[src/rtl/wdt_pkg.sv]
package wdt_pkg;
  localparam int DIV_W = 14;

  typedef enum logic [1:0] {
    A_CTRL = 2'd0,
    A_CNT  = 2'd1,
    A_STAT = 2'd2
  } wdt_addr_e;

  typedef struct packed {
    logic       en;
    logic       mode;
    logic       itf;
    logic [2:0] sel;
  } wdt_ctrl_t;

  // log2 of the prescaler ratio for each select code
  function automatic logic [3:0] sel_shift(input logic [2:0] s);
    case (s)
      3'd0:    sel_shift = 4'd0;
      3'd1:    sel_shift = 4'd6;
      3'd2:    sel_shift = 4'd7;
      3'd3:    sel_shift = 4'd8;
      3'd4:    sel_shift = 4'd9;
      3'd5:    sel_shift = 4'd10;
      3'd6:    sel_shift = 4'd12;
      default: sel_shift = 4'd14;
    endcase
  endfunction
endpackage

[src/rtl/wdt_prescale.sv]
module wdt_prescale #(
  parameter int DIV_W = 14
) (
  input  logic       clk,
  input  logic       rst_n,
  input  logic       run,
  input  logic       clr,
  input  logic [2:0] sel,
  output logic       tick
);
  import wdt_pkg::*;

  logic [DIV_W-1:0] div_q;
  logic [DIV_W-1:0] mask;

  always_comb begin
    mask = DIV_W'((32'd1 << sel_shift(sel)) - 32'd1);
    tick = run && ((div_q & mask) == mask);
  end

  always_ff @(posedge clk or negedge rst_n) begin
    if (!rst_n)          div_q <= '0;
    else if (!run || clr) div_q <= '0;
    else                 div_q <= div_q + 1'b1;
  end
endmodule

[src/rtl/wdt_pulse.sv]
module wdt_pulse #(
  parameter int LEN = 64
) (
  input  logic clk,
  input  logic rst_n,
  input  logic fire,
  output logic active
);
  localparam int W = $clog2(LEN + 1);

  logic [W-1:0] left_q;

  always_ff @(posedge clk or negedge rst_n) begin
    if (!rst_n)            left_q <= '0;
    else if (fire)         left_q <= W'(LEN);
    else if (left_q != '0) left_q <= left_q - 1'b1;
  end

  assign active = (left_q != '0);
endmodule

[src/rtl/wdt_standby.sv]
module wdt_standby #(
  parameter int CNT_W   = 8,
  parameter int OVF_CYC = 64,
  parameter int RST_CYC = 128,
  parameter int DIV_W   = wdt_pkg::DIV_W
) (
  input  logic             clk,
  input  logic             rst_n,
  input  logic             wr_en,
  input  logic [1:0]       wr_addr,
  input  logic [CNT_W-1:0] wr_data,
  input  logic             stby_i,
  input  logic             nmi_i,
  output logic [7:0]       ctrl_o,
  output logic [CNT_W-1:0] cnt_o,
  output logic [7:0]       stat_o,
  output logic             wdt_ovf_o,
  output logic             int_rst_o,
  output logic             irq_o,
  output logic             clk_release_o
);
  import wdt_pkg::*;

  wdt_ctrl_t        ctrl_q;
  logic [CNT_W-1:0] cnt_q;
  logic             flag_q, rste_q;
  logic             sby_q, nmi_q, rel_q;

  logic wr_ctrl, wr_cnt, wr_stat;
  logic run, tick, term;
  logic wd_evt, iv_evt, sb_evt;

  always_comb begin
    wr_ctrl = wr_en && (wr_addr == A_CTRL);
    wr_cnt  = wr_en && (wr_addr == A_CNT);
    wr_stat = wr_en && (wr_addr == A_STAT);
    run     = ctrl_q.en || sby_q;
    term    = tick && (cnt_q == '1) && !wr_cnt;
    wd_evt  = term && ctrl_q.en && ctrl_q.mode;
    iv_evt  = term && ctrl_q.en && !ctrl_q.mode;
    sb_evt  = term && sby_q && !ctrl_q.en;
  end

  wdt_prescale #(.DIV_W(DIV_W)) u_pre (
    .clk  (clk),
    .rst_n(rst_n),
    .run  (run),
    .clr  (wr_cnt),
    .sel  (ctrl_q.sel),
    .tick (tick)
  );

  // counter: a software load beats the prescaler tick
  always_ff @(posedge clk or negedge rst_n) begin
    if (!rst_n)      cnt_q <= '0;
    else if (wr_cnt) cnt_q <= wr_data;
    else if (tick)   cnt_q <= cnt_q + 1'b1;
  end

  // control register; interval flag set beats software clear
  always_ff @(posedge clk or negedge rst_n) begin
    if (!rst_n) begin
      ctrl_q <= '0;
    end else begin
      if (wr_ctrl) begin
        ctrl_q.en   <= wr_data[7];
        ctrl_q.mode <= wr_data[6];
        ctrl_q.sel  <= wr_data[2:0];
      end
      if (iv_evt)                    ctrl_q.itf <= 1'b1;
      else if (wr_ctrl && !wr_data[5]) ctrl_q.itf <= 1'b0;
    end
  end

  // status register; overflow flag set beats software clear
  always_ff @(posedge clk or negedge rst_n) begin
    if (!rst_n) begin
      flag_q <= 1'b0;
      rste_q <= 1'b0;
    end else begin
      if (wr_stat) rste_q <= wr_data[6];
      if (wd_evt)                      flag_q <= 1'b1;
      else if (wr_stat && !wr_data[7]) flag_q <= 1'b0;
    end
  end

  // standby settling count
  always_ff @(posedge clk or negedge rst_n) begin
    if (!rst_n) begin
      nmi_q <= 1'b0;
      sby_q <= 1'b0;
      rel_q <= 1'b0;
    end else begin
      nmi_q <= nmi_i;
      rel_q <= sb_evt;
      if (sb_evt || !stby_i || ctrl_q.en) sby_q <= 1'b0;
      else if (nmi_i && !nmi_q)            sby_q <= 1'b1;
    end
  end

  wdt_pulse #(.LEN(OVF_CYC)) u_ovf_pulse (
    .clk   (clk),
    .rst_n (rst_n),
    .fire  (wd_evt),
    .active(wdt_ovf_o)
  );

  wdt_pulse #(.LEN(RST_CYC)) u_rst_pulse (
    .clk   (clk),
    .rst_n (rst_n),
    .fire  (wd_evt && rste_q),
    .active(int_rst_o)
  );

  assign ctrl_o        = {ctrl_q.en, ctrl_q.mode, ctrl_q.itf, 2'b00, ctrl_q.sel};
  assign cnt_o         = cnt_q;
  assign stat_o        = {flag_q, rste_q, 6'b000000};
  assign irq_o         = ctrl_q.itf;
  assign clk_release_o = rel_q;
endmodule

[config.mk]
export PLATFORM = sky130hd
export DESIGN_NAME = wdt_standby
export DESIGN_NICKNAME = d
export VERILOG_FILES = /design/src/rtl/wdt_pkg.sv /design/src/rtl/wdt_prescale.sv /design/src/rtl/wdt_pulse.sv /design/src/rtl/wdt_standby.sv
export SDC_FILE = /design/constraint.sdc
export NUM_CORES = 1
export LEC_CHECK = 0
export CAP_MARGIN = 10
export CORE_ASPECT_RATIO = 0.7
export CORE_MARGIN = 8
export CORE_UTILIZATION = 35
export CTS_BUF_LIST = sky130_fd_sc_hd__clkbuf_8
export DETAILED_ROUTE_END_ITERATION = 7
export PLACE_DENSITY = 0.65
export SETUP_SLACK_MARGIN = 0.1
export SLEW_MARGIN = 10
export SYNTH_ARGS = -nofsm -noshare
export SYNTH_HDL_FRONTEND = slang
export SYNTH_HIERARCHICAL = 1
export SYNTH_SLANG_ARGS = --single-unit
[constraint.sdc]
create_clock -name clk -period 6.7 [get_ports clk]
set_input_delay 2.01 -clock clk [delete_from_list [all_inputs] [get_ports clk]]
set_output_delay 2.01 -clock clk [all_outputs]
set_load 0.02 [all_outputs]
# Word level (Yosys, flattened, before mapping)
# Cells that the tools add are included.
dict set report word_totals {
  regBits 48
  in_bits 15
  out_inout_bits 28
  word_cells 81
}
dict set report op_classes {
  addsub 5
  eq_ne 10
  shifts 1
  muxes 14
  bitwise 1
  reduce_logical 37
}
# operator n
set op_table {}
lappend op_table {{$mux W8} 4}
lappend op_table {{$pmux W4 S7} 1}
lappend op_table {{$logic_and A1 B1 Y1} 15}
lappend op_table {{$add A14 B1 Y14 const B} 1}
lappend op_table {{$and A14 B14 Y14} 1}
lappend op_table {{$eq A14 B14 Y1} 1}
lappend op_table {{$mux W14} 1}
lappend op_table {{$mux W7} 2}
lappend op_table {{$shl A1 B4 Y14 const A} 1}
lappend op_table {{$sub A14 B1 Y14 const B} 1}
lappend op_table {{$reduce_bool A2 Y1} 6}
lappend op_table {{$eq A3 B3 Y1 const B} 3}
lappend op_table {{$add A8 B1 Y8 const B} 1}
lappend op_table {{$eq A8 B8 Y1 const B} 1}
lappend op_table {{$logic_not A1 Y1} 8}
lappend op_table {{$reduce_bool A8 Y1} 1}
lappend op_table {{$sub A8 B1 Y8 const B} 1}
lappend op_table {{$reduce_bool A7 Y1} 1}
lappend op_table {{$sub A7 B1 Y7 const B} 1}
lappend op_table {{$eq A3 B2 Y1 const B} 2}
lappend op_table {{$mux W1} 6}
lappend op_table {{$logic_or A1 B1 Y1} 4}
lappend op_table {{$eq A3 B1 Y1 const B} 1}
lappend op_table {{$logic_not A3 Y1} 1}
lappend op_table {{3 further kinds} 3}

# Logic depth before layout (Yosys ltp)
# Gate-level depths: netlist (run 1).
dict set report depth {
  word_depth 14
  mapped_depth 12
  depth_no_buf 11
}

# Modules after synthesis
# The synthesis (run 1) kept the hierarchy.
# mod n_inst cells_per_inst area_per_inst_um2 seq_area_each_um2
set by_module_without_submodules {}
lappend by_module_without_submodules {wdt_standby 1 94 991.0 475.5}
lappend by_module_without_submodules {wdt_prescale 1 89 828.3 350.3}
lappend by_module_without_submodules {{wdt_pulse at u_rst_pulse} 1 48 452.9 200.2}
lappend by_module_without_submodules {{wdt_pulse at u_ovf_pulse} 1 39 389.1 175.2}

# Least setup slack after synthesis (run 1)
# Ideal clock, no wire load.
dict set report synth_timing {
  path_kind {register to output}
  start {register u_rst_pulse.left_q[3]}
  end {output port int_rst_o}
  t_arrival_ns 1.304
  required_ns 4.690
  path_slack_ns 3.386
  stages_incl_launch_ff 4
  n_path_buf 1
  path_cell_list {dfrtp_1 > or4_1 > buf_2 > nand2b_1}
}
dict set report synth_via {
  elab_chain_cells 1
}
# element line_no
set synth_lines {}
lappend synth_lines {{start, declared} wdt_pulse.sv:11} ;# logic [W-1:0] left_q;
lappend synth_lines {{start signal, assigned} wdt_pulse.sv:15} ;# else if (fire) left_q <= W'(LEN);
lappend synth_lines {{start signal, assigned} wdt_pulse.sv:16} ;# else if (left_q != '0) left_q <= left_q - 1'b1;
lappend synth_lines {{$reduce_bool A8 Y1} wdt_pulse.sv:19} ;# assign active = (left_q != '0);
lappend synth_lines {{end, declared} wdt_standby.sv:18} ;# output logic int_rst_o,
# No other way between the ends.

# Worst setup path in the final report (run 1)
# Same ends and word-level chain as after synthesis.

==> results.toml, run 1 <==
[worst_setup_path]
cp.required_ps = 4690
cp_slowest_cell = "or4_1"
r2r_start = "ctrl_o[0]"
cp.arrival_ps = 2250
critPathMaxStageDelay_ps = 690
critPathKind = "flip-flop to primary output"
path_max_fanout = 8
crit_path_end_kind = "primary output"
r2r-end = "u_rst_pulse/left_q[0]"
reg2reg_depth = 10
path_cells = "or4_1 > nand2b_1 > clkdlybuf4s50_1"
start_kind = "flip-flop"
reg2reg_slack_ps = 2820

[floorplanning]
io_pins = 43
fp.dieW_um = 120
dieArea_um2 = 10700
initial_core_util = 0.364
die_h_um = 89.0
rows = 26
fp.coreArea_um2 = 7320

[cts]
insertion_delay_ps = 300
cts_max_path_buffers = 2
clk_pin_slew_ps = 90
cts_num_sinks = 48
ctsHoldBuffers = 0
cts_buffers = 5
clockRootBuffer = "clkbuf_8"
cts_setup_buffers = 0
cts-htree-levels = 2
cts_tree = "done"
cts_resized = 0

[finish]
drive_gt1_frac = 0.103
ff_latch_area_um2 = 1200
final_common_cell = "dfrtp_1"
multi_input_area_um2 = 1310
final_core_util = 0.426
fin_area_um2 = 3120
final_cell_mix = "dfrtp_1, clkdlybuf4s50_1, nor2_1"
finalNetCount = 322
fillers = 724
areaGrowthSynthToFinish_pct = 17.2
diodes = 0

[sta]
finalCritPeriodShare = 0.635
max_slew.worst_pin.slew_ps = 873
slew_headroom = 0.413
finalCriticalPeriod_ps = 4260
fin_skew_ps = 7.50
setup_viol = 0
hold_viol_final = 0
finalMaxSlewViolations = 0
fmax_mhz = 235
rsz0062_at_grt = "no"
tns_ps = 0

[logic_synthesis]
synth_seq_cells = 48
synth_area_leaders = "dfrtp_1, xor2_1, buf_4"
synth_cells = 270
synth_top_area_share = 0.451
yosysSeqAreaShare = 0.451
synth.distinct_cells = 61
synth.avg_cell_area_um2 = 9.86
synth_area_leader_cell = "dfrtp_1"
ys.flop_type = "dfrtp_1"
syn_area_um2 = 2660
synth_warnings = 6
synth_edf_count = 0
synthArstFlopShare = 1.00

[placed_design]
placed_area_um2 = 3040
portBuffers = 34
dp_hpwl_mm = 4.39
gp_congestion = 0.824

[route]
vias = 2006
wire_per_inst_um = 14.7
wl_mm = 5.85
initialDrtViolationCount = 147
ant_nets = 0
drc = 0
drt_pass1_iterations = 4
via_per_inst = 5.03

[global_routing]
use_met1 = 0.169
grt_max_degree = 49
antenna_found_initial = 0
track_usage = 0.116
grt_pass1_vias = 1920
met3_usage = 0.0334
busiest_layer = "met1"
use_met2 = 0.155
grt_first_pass_wirelength_mm = 9.92
grt-ovfl-total = 0

[min_path]
hold_path_class = "flip-flop to flip-flop"
worstHoldStart = "u_pre/div_q[0]"
holdPathEnd = "u_pre/div_q[0]"
worstHoldPathCells = 1

[run]
drv_cap = 0

[pwr]
leakagePower_nw = 1.26
powerDensity_nw_per_um2 = 205
power.total_w = 0.000638
irDropWorstVdd_mv = 0.0960

[outcome]
outcome = "complete, no violations"
## state kept, by name (all words and copies together) (netlist names)
name	count
u_ovf_pulse/left_q	7
cnt_o	8
irq_o	1
sby_q	1
ctrl_o	5
flag_q	1
clk_release_o	1
u_rst_pulse/left_q	8
nmi_q	1
u_pre/div_q	14
rste_q	1
## critical path, delay by kind of cell, from the launching register on
kind,cells,cell delay [ps]
AND/OR/NAND/NOR,2,940
buffers and inverters,1,570
flip-flops,1,440
## final cells by class
cell class                      instances  share of cell area
Tap cell                               98              0.0393
Inverter                               17              0.0205
Clock inverter                          2             0.00281
Sequential cell                        48               0.385
Clock buffer                            5              0.0221
Multi-Input combinational cell        194               0.420
Timing Repair Buffer                   35               0.110
## per-layer routing
layer  wire, µm  up-vias
li1           -     1008
met1       3100      940
met2       2340       51
met3        342        7
met4         78        0
met5          0        -
## how the worst max path moves through the flow
stage,from,cells past startpoint,end
after floorplan,u_rst_pulse/left_q[3],3,int_rst_o
final,u_rst_pulse/left_q[3],3,int_rst_o
after global routing,u_rst_pulse/left_q[0],5,int_rst_o
after detailed placement,wr_addr[1],6,u_rst_pulse/left_q[0]
after global placement,wr_addr[1],6,u_rst_pulse/left_q[0]
after CTS,u_rst_pulse/left_q[3],3,int_rst_o
## cells by family after synthesis
family,share of synthesized area
simple gates,0.229
compound gates,0.138
flops,0.451
buf+inv,0.0663
xor+xnor,0.0494
mux,0.0348
fa+ha+maj,0.0282
other cells,0.00282
## cells in the mapped netlist (2+ instances only)
| master | number |
|---|---|
| nor3b_1 | 2 |
| nand3_1 | 7 |
| o21ai_1 | 2 |
| o211ai_1 | 5 |
| and2_1 | 3 |
| xnor2_1 | 4 |
| and4_1 | 2 |
| a31oi_1 | 2 |
| nand3b_1 | 2 |
| nor2b_1 | 2 |
| nor3_1 | 5 |
| a31o_2 | 2 |
| a21oi_1 | 10 |
| clkbuf_1 | 3 |
| xor2_1 | 11 |
| buf_4 | 11 |
| nand2b_1 | 6 |
| or4_1 | 6 |
| conb_1 | 2 |
| a211oi_1 | 2 |
| inv_1 | 16 |
| nor4_1 | 2 |
| o31ai_1 | 4 |
| nor2_1 | 20 |
| dfrtp_1 | 48 |
| or3_1 | 6 |
| nand2_1 | 19 |
| mux2_2 | 6 |
| o21ai_0 | 14 |
| ha_1 | 6 |
| buf_2 | 3 |
| nand4_1 | 8 |
## per-stage QoR
| stage | instances | setup slack, ps | hold WS [ps] |
|---|---|---|---|
| 2_1_floorplan | 277 | 3390 | 447 |
| 3_3_place_gp | 392 | 2370 | 467 |
| 3_5_place_dp | 392 | 2280 | 472 |
| 4_1_cts | 399 | 2430 | 485 |
| 5_1_grt | 399 | 2330 | 515 |
| 6_report | 399 | 2440 | 489 |
## power by group
group / internal [W] / switching, W
sequential: 0.000311 / 0.0000305
combinational: 0.0000624 / 0.0000713
clock: 0.0000696 / 0.0000930
Power figures use the tool's default switching activity.
==> inputs of run 2 (changes only) <==
Clock period 6.7 ns to 4.38 ns, I/O delays scaled along.
==> results.toml, run 2 (synthesis results as in run 1) <==
[outcome]
outcome = "complete, no violations"

[sta]
finalCriticalPeriod_ps = 3550
fin_skew_ps = 15.0
fmax_mhz = 282
hold_viol_final = 0
setup_viol = 0
rsz0062_at_grt = "no"
max_slew.worst_pin.slew_ps = 1070
finalMaxSlewViolations = 0
finalCritPeriodShare = 0.810
tns_ps = 0
slew_headroom = 0.288

[finish]
finalNetCount = 322
largest_register_ffs = 14
diodes = 0
fillers = 712
stdcell_count = 399
final_cell_mix = "dfrtp_1, clkdlybuf4s50_1, nor2_1"
final_common_cell = "dfrtp_1"
final_core_util = 0.433
fin_area_um2 = 3170
top_register = "u_pre/div_q"
drive_gt1_frac = 0.106
areaGrowthSynthToFinish_pct = 19.1

[route]
ant_nets = 0
drc = 0
vias = 2019
drt_pass1_iterations = 4
wl_mm = 6.01
wire_per_inst_um = 15.1
via_per_inst = 5.06
initialDrtViolationCount = 74

[worst_setup_path]
r2r_start = "ctrl_o[0]"
crit_path_end_kind = "primary output"
cp_slowest_cell = "or4_1"
path_cells = "or4_1 > nand2b_1 > clkdlybuf4s50_1"
cp.required_ps = 3070
reg2reg_slack_ps = 910
critPathMaxStageDelay_ps = 690
cp.arrival_ps = 2230
reg2reg_depth = 11
critPathKind = "flip-flop to primary output"
path_max_fanout = 8
start_kind = "flip-flop"
r2r-end = "u_rst_pulse/left_q[7]"

[floorplanning]
initial_core_util = 0.364
dieArea_um2 = 10700
fp.dieW_um = 120
fp.coreArea_um2 = 7320
io_pins = 43
die_h_um = 89.0
rows = 26

[placed_design]
dp_hpwl_mm = 4.55
dp.cells = 392
portBuffers = 34
placed_area_um2 = 3040
gp_congestion = 0.842

[global_routing]
busiest_layer = "met1"
track_usage = 0.116
grt-ovfl-total = 0
grt_max_degree = 49
use_met1 = 0.173
grt_first_pass_wirelength_mm = 10.0
grt_pass1_vias = 1926
antenna_found_initial = 0
use_met2 = 0.160
met3_usage = 0.0278

[pwr]
power.total_w = 0.00110
leakagePower_nw = 1.28
irDropWorstVdd_mv = 0.190
powerDensity_nw_per_um2 = 347

[cts]
cts_max_path_buffers = 2
cts_resized = 0
clockRootBuffer = "clkbuf_8"
ctsHoldBuffers = 0
cts-htree-levels = 2
insertion_delay_ps = 300
cts_num_sinks = 48
cts_buffers = 5
cts_tree = "done"
clk_pin_slew_ps = 80
cts_setup_buffers = 0

[run]
drv_cap = 0

[min_path]
worstHoldStart = "u_pre/div_q[0]"
worstHoldPathCells = 1
holdPathEnd = "u_pre/div_q[0]"
hold_path_class = "flip-flop to flip-flop"
==> run 2: how the worst max path moves through the flow <==
stage / startpoint / endpoint / slack, ps / cells past startpoint
after floorplan: ctrl_o[0] / u_ovf_pulse/left_q[0] / 1100 / 11
after global placement: ctrl_o[0] / u_rst_pulse/left_q[0] / 1070 / 11
after detailed placement: ctrl_o[0] / u_rst_pulse/left_q[0] / 960 / 11
after CTS: u_rst_pulse/left_q[3] / int_rst_o / 810 / 3
after global routing: ctrl_o[0] / u_rst_pulse/left_q[7] / 700 / 11
final: u_rst_pulse/left_q[3] / int_rst_o / 830 / 3
==> run 2: metal layers <==
layer  vias to the layer above  routed length [µm]  part of all wire
met5                         -                   0                 0
met1                       963                3240              0.54
met2                        44                2450              0.41
met4                         0                  71             0.012
met3                         7                 253             0.042
li1                       1005                   -                 -
==> run 2: area by class of cell <==
class	count	area (µm²)	area share
Clock buffer	5	68.8	0.0217
Clock inverter	2	60.1	0.0189
Inverter	17	63.8	0.0201
Multi-Input combinational cell	194	1310	0.413
Sequential cell	48	1200	0.379
Tap cell	98	123	0.0387
Timing Repair Buffer	35	343	0.108
==> run 2: where the power goes <==
part           total [W]  internal (W)  switching, W
Combinational   0.000206     0.0000950      0.000111
Sequential      0.000525      0.000476     0.0000489
Clock           0.000368      0.000225      0.000143
Total            0.00110      0.000796      0.000304
==> run 2: critical path: cells and delay by family, from the launching register on <==
family	cells	cell delay, ps
buffers and inverters	1	570
and+or+nand+nor	2	930
DFF	1	450
==> run 2: metrics by stage <==
| stage | hold WS, ps | setup slack [ps] |
|---|---|---|
| after floorplan | 447 | 1100 |
| after global placement | 473 | 1070 |
| after detailed placement | 475 | 965 |
| after CTS | 485 | 805 |
| after global routing | 530 | 696 |
| final | 486 | 833 |
